`src/rtl/epc_pkg.sv`:
```
package epc_pkg;

    // Which source loads the register in a cycle
    typedef enum logic [1:0] {
        SRC_HOLD = 2'd0,
        SRC_TRAP = 2'd1,
        SRC_CSR  = 2'd2
    } epc_src_e;

    typedef enum logic {
        ALIGN_16 = 1'b0,
        ALIGN_32 = 1'b1
    } align_e;

    // Low-bit keep mask for storage: bit 0 is never kept, and bit 1 is kept only if switchable
    function automatic logic [1:0] store_keep(input logic switchable);
        return switchable ? 2'b10 : 2'b00;
    endfunction

    // Low-bit keep mask for the visible value
    function automatic logic [1:0] view_keep(input logic switchable, input align_e mode);
        return (switchable && mode == ALIGN_16) ? 2'b10 : 2'b00;
    endfunction

    function automatic epc_src_e pick_src(input logic trap, input logic we);
        if (trap)
            return SRC_TRAP;
        else if (we)
            return SRC_CSR;
        else
            return SRC_HOLD;
    endfunction

endpackage

```
`src/rtl/epc_store.sv`:
```
module epc_store
    import epc_pkg::*;
#(
    parameter int XLEN             = 64,
    parameter bit ALIGN_SWITCHABLE = 1'b1
) (
    input  logic            clk,
    input  logic            rst,
    input  logic            csr_we,
    input  logic [XLEN-1:0] csr_wdata,
    input  logic            trap_capture,
    input  logic [XLEN-1:0] trap_pc,
    output logic [XLEN-1:0] stored
);
    localparam int UPPER = XLEN - 2;

    epc_src_e   src;
    logic [XLEN-1:0] next_raw;
    logic [XLEN-1:0] next_legal;
    logic [1:0]      keep;

    always_comb begin
        src  = pick_src(trap_capture, csr_we);
        keep = store_keep(ALIGN_SWITCHABLE);
        unique case (src)
            SRC_TRAP: next_raw = trap_pc;
            SRC_CSR:  next_raw = csr_wdata;
            default:  next_raw = stored;
        endcase
        next_legal = {next_raw[XLEN-1:2], next_raw[1:0] & keep};
    end

    always_ff @(posedge clk) begin
        if (rst)
            stored <= '0;
        else if (src != SRC_HOLD)
            stored <= next_legal;
    end

    logic [UPPER-1:0] unused_upper;
    assign unused_upper = stored[XLEN-1:2];

endmodule

```
`src/rtl/epc_view.sv`:
```
module epc_view
    import epc_pkg::*;
#(
    parameter int XLEN             = 64,
    parameter bit ALIGN_SWITCHABLE = 1'b1
) (
    input  logic [XLEN-1:0] stored,
    input  logic            align32_sel,
    output logic [XLEN-1:0] visible
);
    align_e     mode;
    logic [1:0] keep;

    always_comb begin
        mode    = align_e'(align32_sel);
        keep    = view_keep(ALIGN_SWITCHABLE, mode);
        visible = {stored[XLEN-1:2], stored[1:0] & keep};
    end

endmodule

```
`src/rtl/epc_reg.sv`:
```
module epc_reg
    import epc_pkg::*;
#(
    parameter int XLEN             = 64,
    parameter bit ALIGN_SWITCHABLE = 1'b1
) (
    input  logic            clk,
    input  logic            rst,
    input  logic            csr_we,
    input  logic [XLEN-1:0] csr_wdata,
    input  logic            trap_capture,
    input  logic [XLEN-1:0] trap_pc,
    input  logic            align32_sel,
    output logic [XLEN-1:0] csr_rdata,
    output logic [XLEN-1:0] ret_target
);
    logic [XLEN-1:0] stored;
    logic [XLEN-1:0] views [2];

    epc_store #(.XLEN(XLEN), .ALIGN_SWITCHABLE(ALIGN_SWITCHABLE)) u_store (
        .clk          (clk),
        .rst          (rst),
        .csr_we       (csr_we),
        .csr_wdata    (csr_wdata),
        .trap_capture (trap_capture),
        .trap_pc      (trap_pc),
        .stored       (stored)
    );

    // One view for the explicit read path, one for the return path
    for (genvar g = 0; g < 2; g++) begin : g_view
        epc_view #(.XLEN(XLEN), .ALIGN_SWITCHABLE(ALIGN_SWITCHABLE)) u_view (
            .stored      (stored),
            .align32_sel (align32_sel),
            .visible     (views[g])
        );
    end

    assign csr_rdata  = views[0];
    assign ret_target = views[1];

endmodule

```
`config.mk`:
```
export PLATFORM = sky130hd
export DESIGN_NAME = epc_reg
export DESIGN_NICKNAME = d
export VERILOG_FILES = /design/src/rtl/epc_pkg.sv /design/src/rtl/epc_store.sv /design/src/rtl/epc_view.sv /design/src/rtl/epc_reg.sv
export SDC_FILE = /design/constraint.sdc
export NUM_CORES = 1
export LEC_CHECK = 0
export ABC_AREA = 1
export BUFFER_PORTS_ARGS = -buffer_cell sky130_fd_sc_hd__clkbuf_2
export CORE_AREA = 2 2 120 122
export DETAILED_ROUTE_END_ITERATION = 7
export DIE_AREA = 0 0 122 124
export MAX_ROUTING_LAYER = met4
export PLACE_DENSITY = 0.64
export SYNTH_ARGS = -nofsm -noshare
export SYNTH_HDL_FRONTEND = slang
export SYNTH_SLANG_ARGS = --single-unit
export TNS_END_PERCENT = 1
```
`constraint.sdc`:
```
create_clock -name clk -period 0.8 [get_ports clk]
set_clock_uncertainty 0.05 [all_clocks]
set_input_delay 0.08 -clock clk [delete_from_list [all_inputs] [get_ports clk]]
set_output_delay 0.08 -clock clk [all_outputs]
set_load 0.03 [all_outputs]
```
==> impl_metrics.json, run 1 <==
{
  "run_status": "finished with violations",
  "violations_in_the_final_reports": "setup timing",
  "biggestRegsByFlops": "u_store.stored x63",
  "design.core.area_sq_mm": 0.0137,
  "buffer_ports.inserted": 256,
  "iter_0_drt_violations": 230,
  "drt_wl_total_microns": 13100,
  "grtUsageTotal_pct": 16.5,
  "unrepaired_setup_endpoints_after_global_routing": "yes",
  "critPathTopFamily": "flip-flops",
  "floorplan.die.width_microns": 122,
  "clk-insertion-delay-late_ns": 0.33,
  "number_of_vias_in_the_routed_layout": 4277,
  "power.combinational.fraction_pct": 28.4,
  "post_syn_instances": 606,
  "floorplan.io_pins": 261,
  "final.min_clock_period_ns": 1.08,
  "slew_limit_fails": 0,
  "final_antenna_net_count": 0,
  "wire_length_of_the_first_global_routing_pass_microns": 18900,
  "max_cap_violations": 0,
  "grt_overflow": 0,
  "cts_root_buf": "clkbuf_16",
  "areaGrowthSynthToFinish_pct": 51.8,
  "static-leakage-power_nw": 3.57,
  "cell_breakdown_of_the_critical_path": "inv_2 -> nor2_4 -> clkbuf_8",
  "maxClockFrequency_ghz": 0.924,
  "syn-cell-area_sq_mm": 0.00406,
  "pwr_cell_area_mw_per_mm2": 1740,
  "fp-row-count": 43,
  "switching_part_of_the_total_pct": 30.8,
  "cts.htree.levels": 3,
  "clock_tree_from_tritoncts": "done",
  "route.detailed.drc": 0,
  "buffer_levels_on_the_longest_clock_path": 2,
  "share_clk_of_total_power_pct": 38.3,
  "final_net_count": 926,
  "top_register": "u_store.stored",
  "num_antenna_cells": 0,
  "critical_path_buf_inv_count": 2,
  "die_h_microns": 124,
  "die-area_sq_mm": 0.0151,
  "timing.critical_path.arrival_ns": 0.95,
  "hold_viol": 0,
  "slowest_cell_on_the_critical_path": "dfxtp_2",
  "cp-end-kind": "primary output",
  "power.internal_mw": 7.44,
  "mean_syn_cell_area_sq_um": 6.70,
  "synth_sequential_area_ratio_pct": 31.1,
  "worstSetupStartpointType": "register",
  "routed_via_density": 4.37,
  "fin_tns_setup_ns": -23.28,
  "hpwlAfterDp_microns": 8170,
  "post_route_cells_drive_above_1_share_pct": 40.4,
  "criticalPathCategory": "register to primary output",
  "required_ns": 0.67,
  "ys_seq_elements": 63,
  "grt_start_max_net_pins": 37,
  "yosys_warnings": 0,
  "detail_route.first_pass.iterations": 7,
  "layout_setup_ws_ns": -0.282,
  "share_seq_of_total_power_pct": 33.2,
  "post-route-period-util_pct": 135,
  "vias_in_the_first_global_route": 3887,
  "cts.clk_slew.worst_paths_ns": 0.05,
  "yosys.area.top_type": "dfxtp_1",
  "grt_antenna_before_repair": 0,
  "cts.repair_timing.setup_buffer_count": 0,
  "irDropWorstVdd_v": 0.000821,
  "gp_congestion": 0.741,
  "yosysUniqueCellTypes": 13,
  "clock-sinks": 63,
  "path_max_fanout": 2,
  "setup_viol_count_final": 127,
  "synth.top_cell.area_share_pct": 31.1,
  "initial_utilization_pct": 29.6,
  "cp_slowest_stage_delay_ns": 0.33,
  "layout.core_utilization_pct": 44.9,
  "cts_made_buffers": 9,
  "synth.top_cells.by_area": "dfxtp_1 (31%), buf_4 (24%), nand2_1 (17%), nand3_1 (16%), inv_1 (5.9%)",
  "min_path_type": "primary input to register",
  "post_drt_wl_per_cell_microns": 13.4,
  "largest_reg_flops": 63,
  "p_sw_mw": 3.31
}
-- logic make-up (layout without fill, tap and decap cells) --
logic type,count (synthesis),count (layout),synth area share (%)
flops,63,63,31.1
buf+inv,225,416,35.5
other cells,1,2,0.0924
simple gates,317,317,33.4
-- worst paths after layout --
| kind | startpoint | to | slack (ns) | depth (start not counted) |
|---|---|---|---|---|
| min | trap_pc[44] | u_store.stored[44]$_SDFFE_PP0P_ | 0.02 | 5 |
| max reg2reg | u_store.stored[6]$_SDFFE_PP0P_ | u_store.stored[6]$_SDFFE_PP0P_ | 0.04 | 4 |
| max | u_store.stored[1]$_SDFFE_PP0P_ | ret_target[1] | -0.28 | 3 |
| min reg2reg | u_store.stored[3]$_SDFFE_PP0P_ | u_store.stored[3]$_SDFFE_PP0P_ | 0.51 | 4 |
-- layout make-up --
type	instances	area, sq um
Clock buffer	12	236
Clock inverter	4	70.1
Fill cell	1332	7560
Inverter	66	250
Multi-Input combinational cell	319	1400
Sequential cell	63	1330
Tap cell	180	225
Timing Repair Buffer	334	2650
-- cells in the final DEF (no fill, tap or decap), drive strengths merged --
| cell | netlist | routed |
|---|---|---|
| dlygate4sd3 | 0 | 55 |
| conb | 1 | 2 |
| nor2 | 2 | 2 |
| buf | 159 | 140 |
| inv | 66 | 66 |
| bufinv | 0 | 2 |
| nand2 | 189 | 189 |
| nand3 | 126 | 126 |
| clkinv | 0 | 2 |
| clkbuf | 0 | 144 |
| dfxtp | 63 | 63 |
| dlymetal6s4s | 0 | 7 |
-- synthesized netlist by cell type --
master	count
conb_1	1
buf_6	13
nand2_1	189
buf_1	6
buf_4	128
dfxtp_1	63
inv_2	1
buf_2	12
inv_1	64
nand3_1	126
nor2_1	1
inv_4	1
nor2_4	1
-- stage by stage --
stage          std cells  cell area (sq um)  setup slack, ns  hold slack, ns  power (mW)
3_5_place_dp         900               4630           -0.273           0.325        6.04
2_1_floorplan        607               4080          -0.0620           0.150        5.68
5_1_grt              978               6160           -0.338          0.0216        11.3
4_1_cts              978               5940           -0.309        0.000588        10.7
3_3_place_gp         900               4630           -0.250           0.323        6.03
6_report             978               6160           -0.282          0.0202        10.8
-- power groups by stage --
stage / clock network (mW) / registers, mW / logic, mW
2_1_floorplan: 0 / 3.54 / 2.14
3_3_place_gp: 0 / 3.60 / 2.43
3_5_place_dp: 0 / 3.60 / 2.43
4_1_cts: 4.27 / 3.54 / 2.89
5_1_grt: 4.43 / 3.60 / 3.27
6_report: 4.12 / 3.57 / 3.06
-- what timing repair did --
item	CTS	global route
resized for setup	139	202
hold buffers	62	0
pin swaps	1	12
hold endpoints to repair	58	0
endpoints found under the setup margin	127	145
-- per-layer routing --
layer / track usage (%) / up-vias / part of all wire, %
li1: - / 2108 / -
met1: 17.1 / 1935 / 38
met2: 29.5 / 208 / 53
met3: 4.44 / 26 / 7.3
met4: 7.33 / 0 / 2.2
met5: - / - / 0
-- worst register-to-register path, stage by stage (launching register included) --
cell and delay, ns:
dfxtp_4 0.36, nand2_1 0.08, nand3_2 0.07, nand2_1 0.06
inv_1 0.05
Power figures use the tool's default switching activity.
==> run 2, diff against run 1 <==
Settings changed: PLACE_DENSITY 0.64 to 0.62.
Clock period 0.8 ns to 1.27 ns, I/O delays scaled along.
==> impl_metrics.json, run 2 (synthesis gave the netlist of run 1 again) <==
{
  "post-route-period-util_pct": 95.4,
  "dpl.cell_count": 894,
  "total_placed_instance_area_sq_mm": 0.00457,
  "clock_tree_from_tritoncts": "done",
  "cts_hold_buffers": 0,
  "irDropWorstVdd_v": 0.000520,
  "final_net_count": 858,
  "buffer_levels_on_the_longest_clock_path": 2,
  "min_path_type": "primary input to register",
  "grt_start_max_net_pins": 36,
  "cts.htree.levels": 3,
  "slew_limit_fails": 0,
  "post_route_cells_drive_above_1_share_pct": 38.7,
  "num_antenna_cells": 0,
  "run_status": "completed",
  "fin_tns_setup_ns": 0,
  "die_h_microns": 124,
  "initial_utilization_pct": 29.6,
  "grt_overflow": 0,
  "floorplan.io_pins": 261,
  "cts_made_buffers": 9,
  "wire_length_of_the_first_global_routing_pass_microns": 15800,
  "largest_reg_flops": 63,
  "finalNonFillerCells": 908,
  "buffer_ports.inserted": 256,
  "biggestRegsByFlops": "u_store.stored x63",
  "grtUsageTotal_pct": 14.0,
  "pwr_cell_area_mw_per_mm2": 1250,
  "setup_viol_count_final": 0,
  "fin_area_sq_mm": 0.00485,
  "iter_0_drt_violations": 139,
  "post_drt_wl_per_cell_microns": 11.7,
  "areaGrowthSynthToFinish_pct": 19.6,
  "unrepaired_setup_endpoints_after_global_routing": "yes",
  "cts_root_buf": "clkbuf_16",
  "hpwlAfterDp_microns": 7830,
  "timing.critical_path.arrival_ns": 1.04,
  "gp_congestion": 0.727,
  "final.min_clock_period_ns": 1.21,
  "die-area_sq_mm": 0.0151,
  "grt_antenna_before_repair": 0,
  "layout.core_utilization_pct": 35.4,
  "static-leakage-power_nw": 3.03,
  "criticalPathCategory": "register to primary output",
  "cts.clk_slew.worst_paths_ns": 0.05,
  "detail_route.first_pass.iterations": 6,
  "routed_via_density": 4.09,
  "mostFrequentLayoutCells": "clkbuf_2 (254), nand2_1 (189), nand3_1 (126), inv_1 (64), dfxtp_1 (63)",
  "path_max_fanout": 2,
  "cp-end-kind": "primary output",
  "floorplan.die.width_microns": 122,
  "fp-row-count": 43,
  "clock-sinks": 63,
  "final_antenna_net_count": 0,
  "clk-insertion-delay-late_ns": 0.33,
  "required_ns": 1.09,
  "worstSetupStartpointType": "register",
  "drt_wl_total_microns": 10600,
  "top_register": "u_store.stored",
  "layout_commonest_cell": "clkbuf_2",
  "vias_in_the_first_global_route": 3271,
  "max_cap_violations": 0,
  "maxClockFrequency_ghz": 0.825,
  "cts.repair_timing.setup_buffer_count": 0,
  "design.core.area_sq_mm": 0.0137,
  "route.detailed.drc": 0,
  "hold_viol": 0,
  "number_of_vias_in_the_routed_layout": 3710
}
run 2: cell types whose count changed in the layout (fill, tap and decap cells not counted), sizes merged:
cell / previous run / this run
dlymetal6s4s: 7 / 0
dlygate4sd3: 55 / 0
buf: 140 / 11
bufinv: 2 / 0
clkbuf: 144 / 269
clkinv: 2 / 0
run 2: stage by stage:
step | worst slack [ns] | hold slack, ns | total power [mW]
floorplan | 0.0569 | 0.252 | 3.57
global placement | 0.185 | 0.371 | 3.77
detailed placement | 0.172 | 0.371 | 3.78
CTS | 0.00188 | 0.0155 | 6.18
global route | -0.00772 | 0.0406 | 6.40
finish | 0.0579 | 0.0339 | 6.06
run 2: path summary, 6_finish.rpt:
path              cells past startpoint                       startpoint                              end  slack [ns]
setup / recovery                      3   u_store.stored[1]$_SDFFE_PP0P_                     csr_rdata[1]        0.06
hold / removal                        5                       trap_pc[6]   u_store.stored[6]$_SDFFE_PP0P_        0.03
setup reg to reg                      4  u_store.stored[48]$_SDFFE_PP0P_  u_store.stored[48]$_SDFFE_PP0P_        0.51
hold reg to reg                       4   u_store.stored[1]$_SDFFE_PP0P_   u_store.stored[1]$_SDFFE_PP0P_        0.50
run 2: what timing repair did:
item,in CTS,in global routing
setup endpoints to repair,1,2
cloned,0,0
resized for setup,1,1
run 2: area by class of cell:
type / count / area [sq um]
timing repair buffer: 266 / 1470
clock buffer: 14 / 284
sequential: 63 / 1260
inverter: 66 / 250
fill: 1537 / 8860
tap: 180 / 225
multi-input combinational: 319 / 1360
run 2: power breakdown:
group	total (mW)	switching, mW	internal [mW]
clock network	2.34	0.828	1.51
logic	1.50	0.990	0.511
registers	2.23	0.111	2.11
run 2: critical path: stages, from the launching register on:
cell     delay, ns
dfxtp_1       0.33
inv_1         0.05
nor2_1        0.11
buf_2         0.21
run 2: routing by layer:
layer / track usage (%) / up-vias / wire length (microns)
met1: 16.0 / 1573 / 4600
met3: 3.16 / 15 / 805
li1: - / 1961 / -
met4: 7.54 / 0 / 227
met5: - / - / 0
met2: 22.9 / 161 / 4990
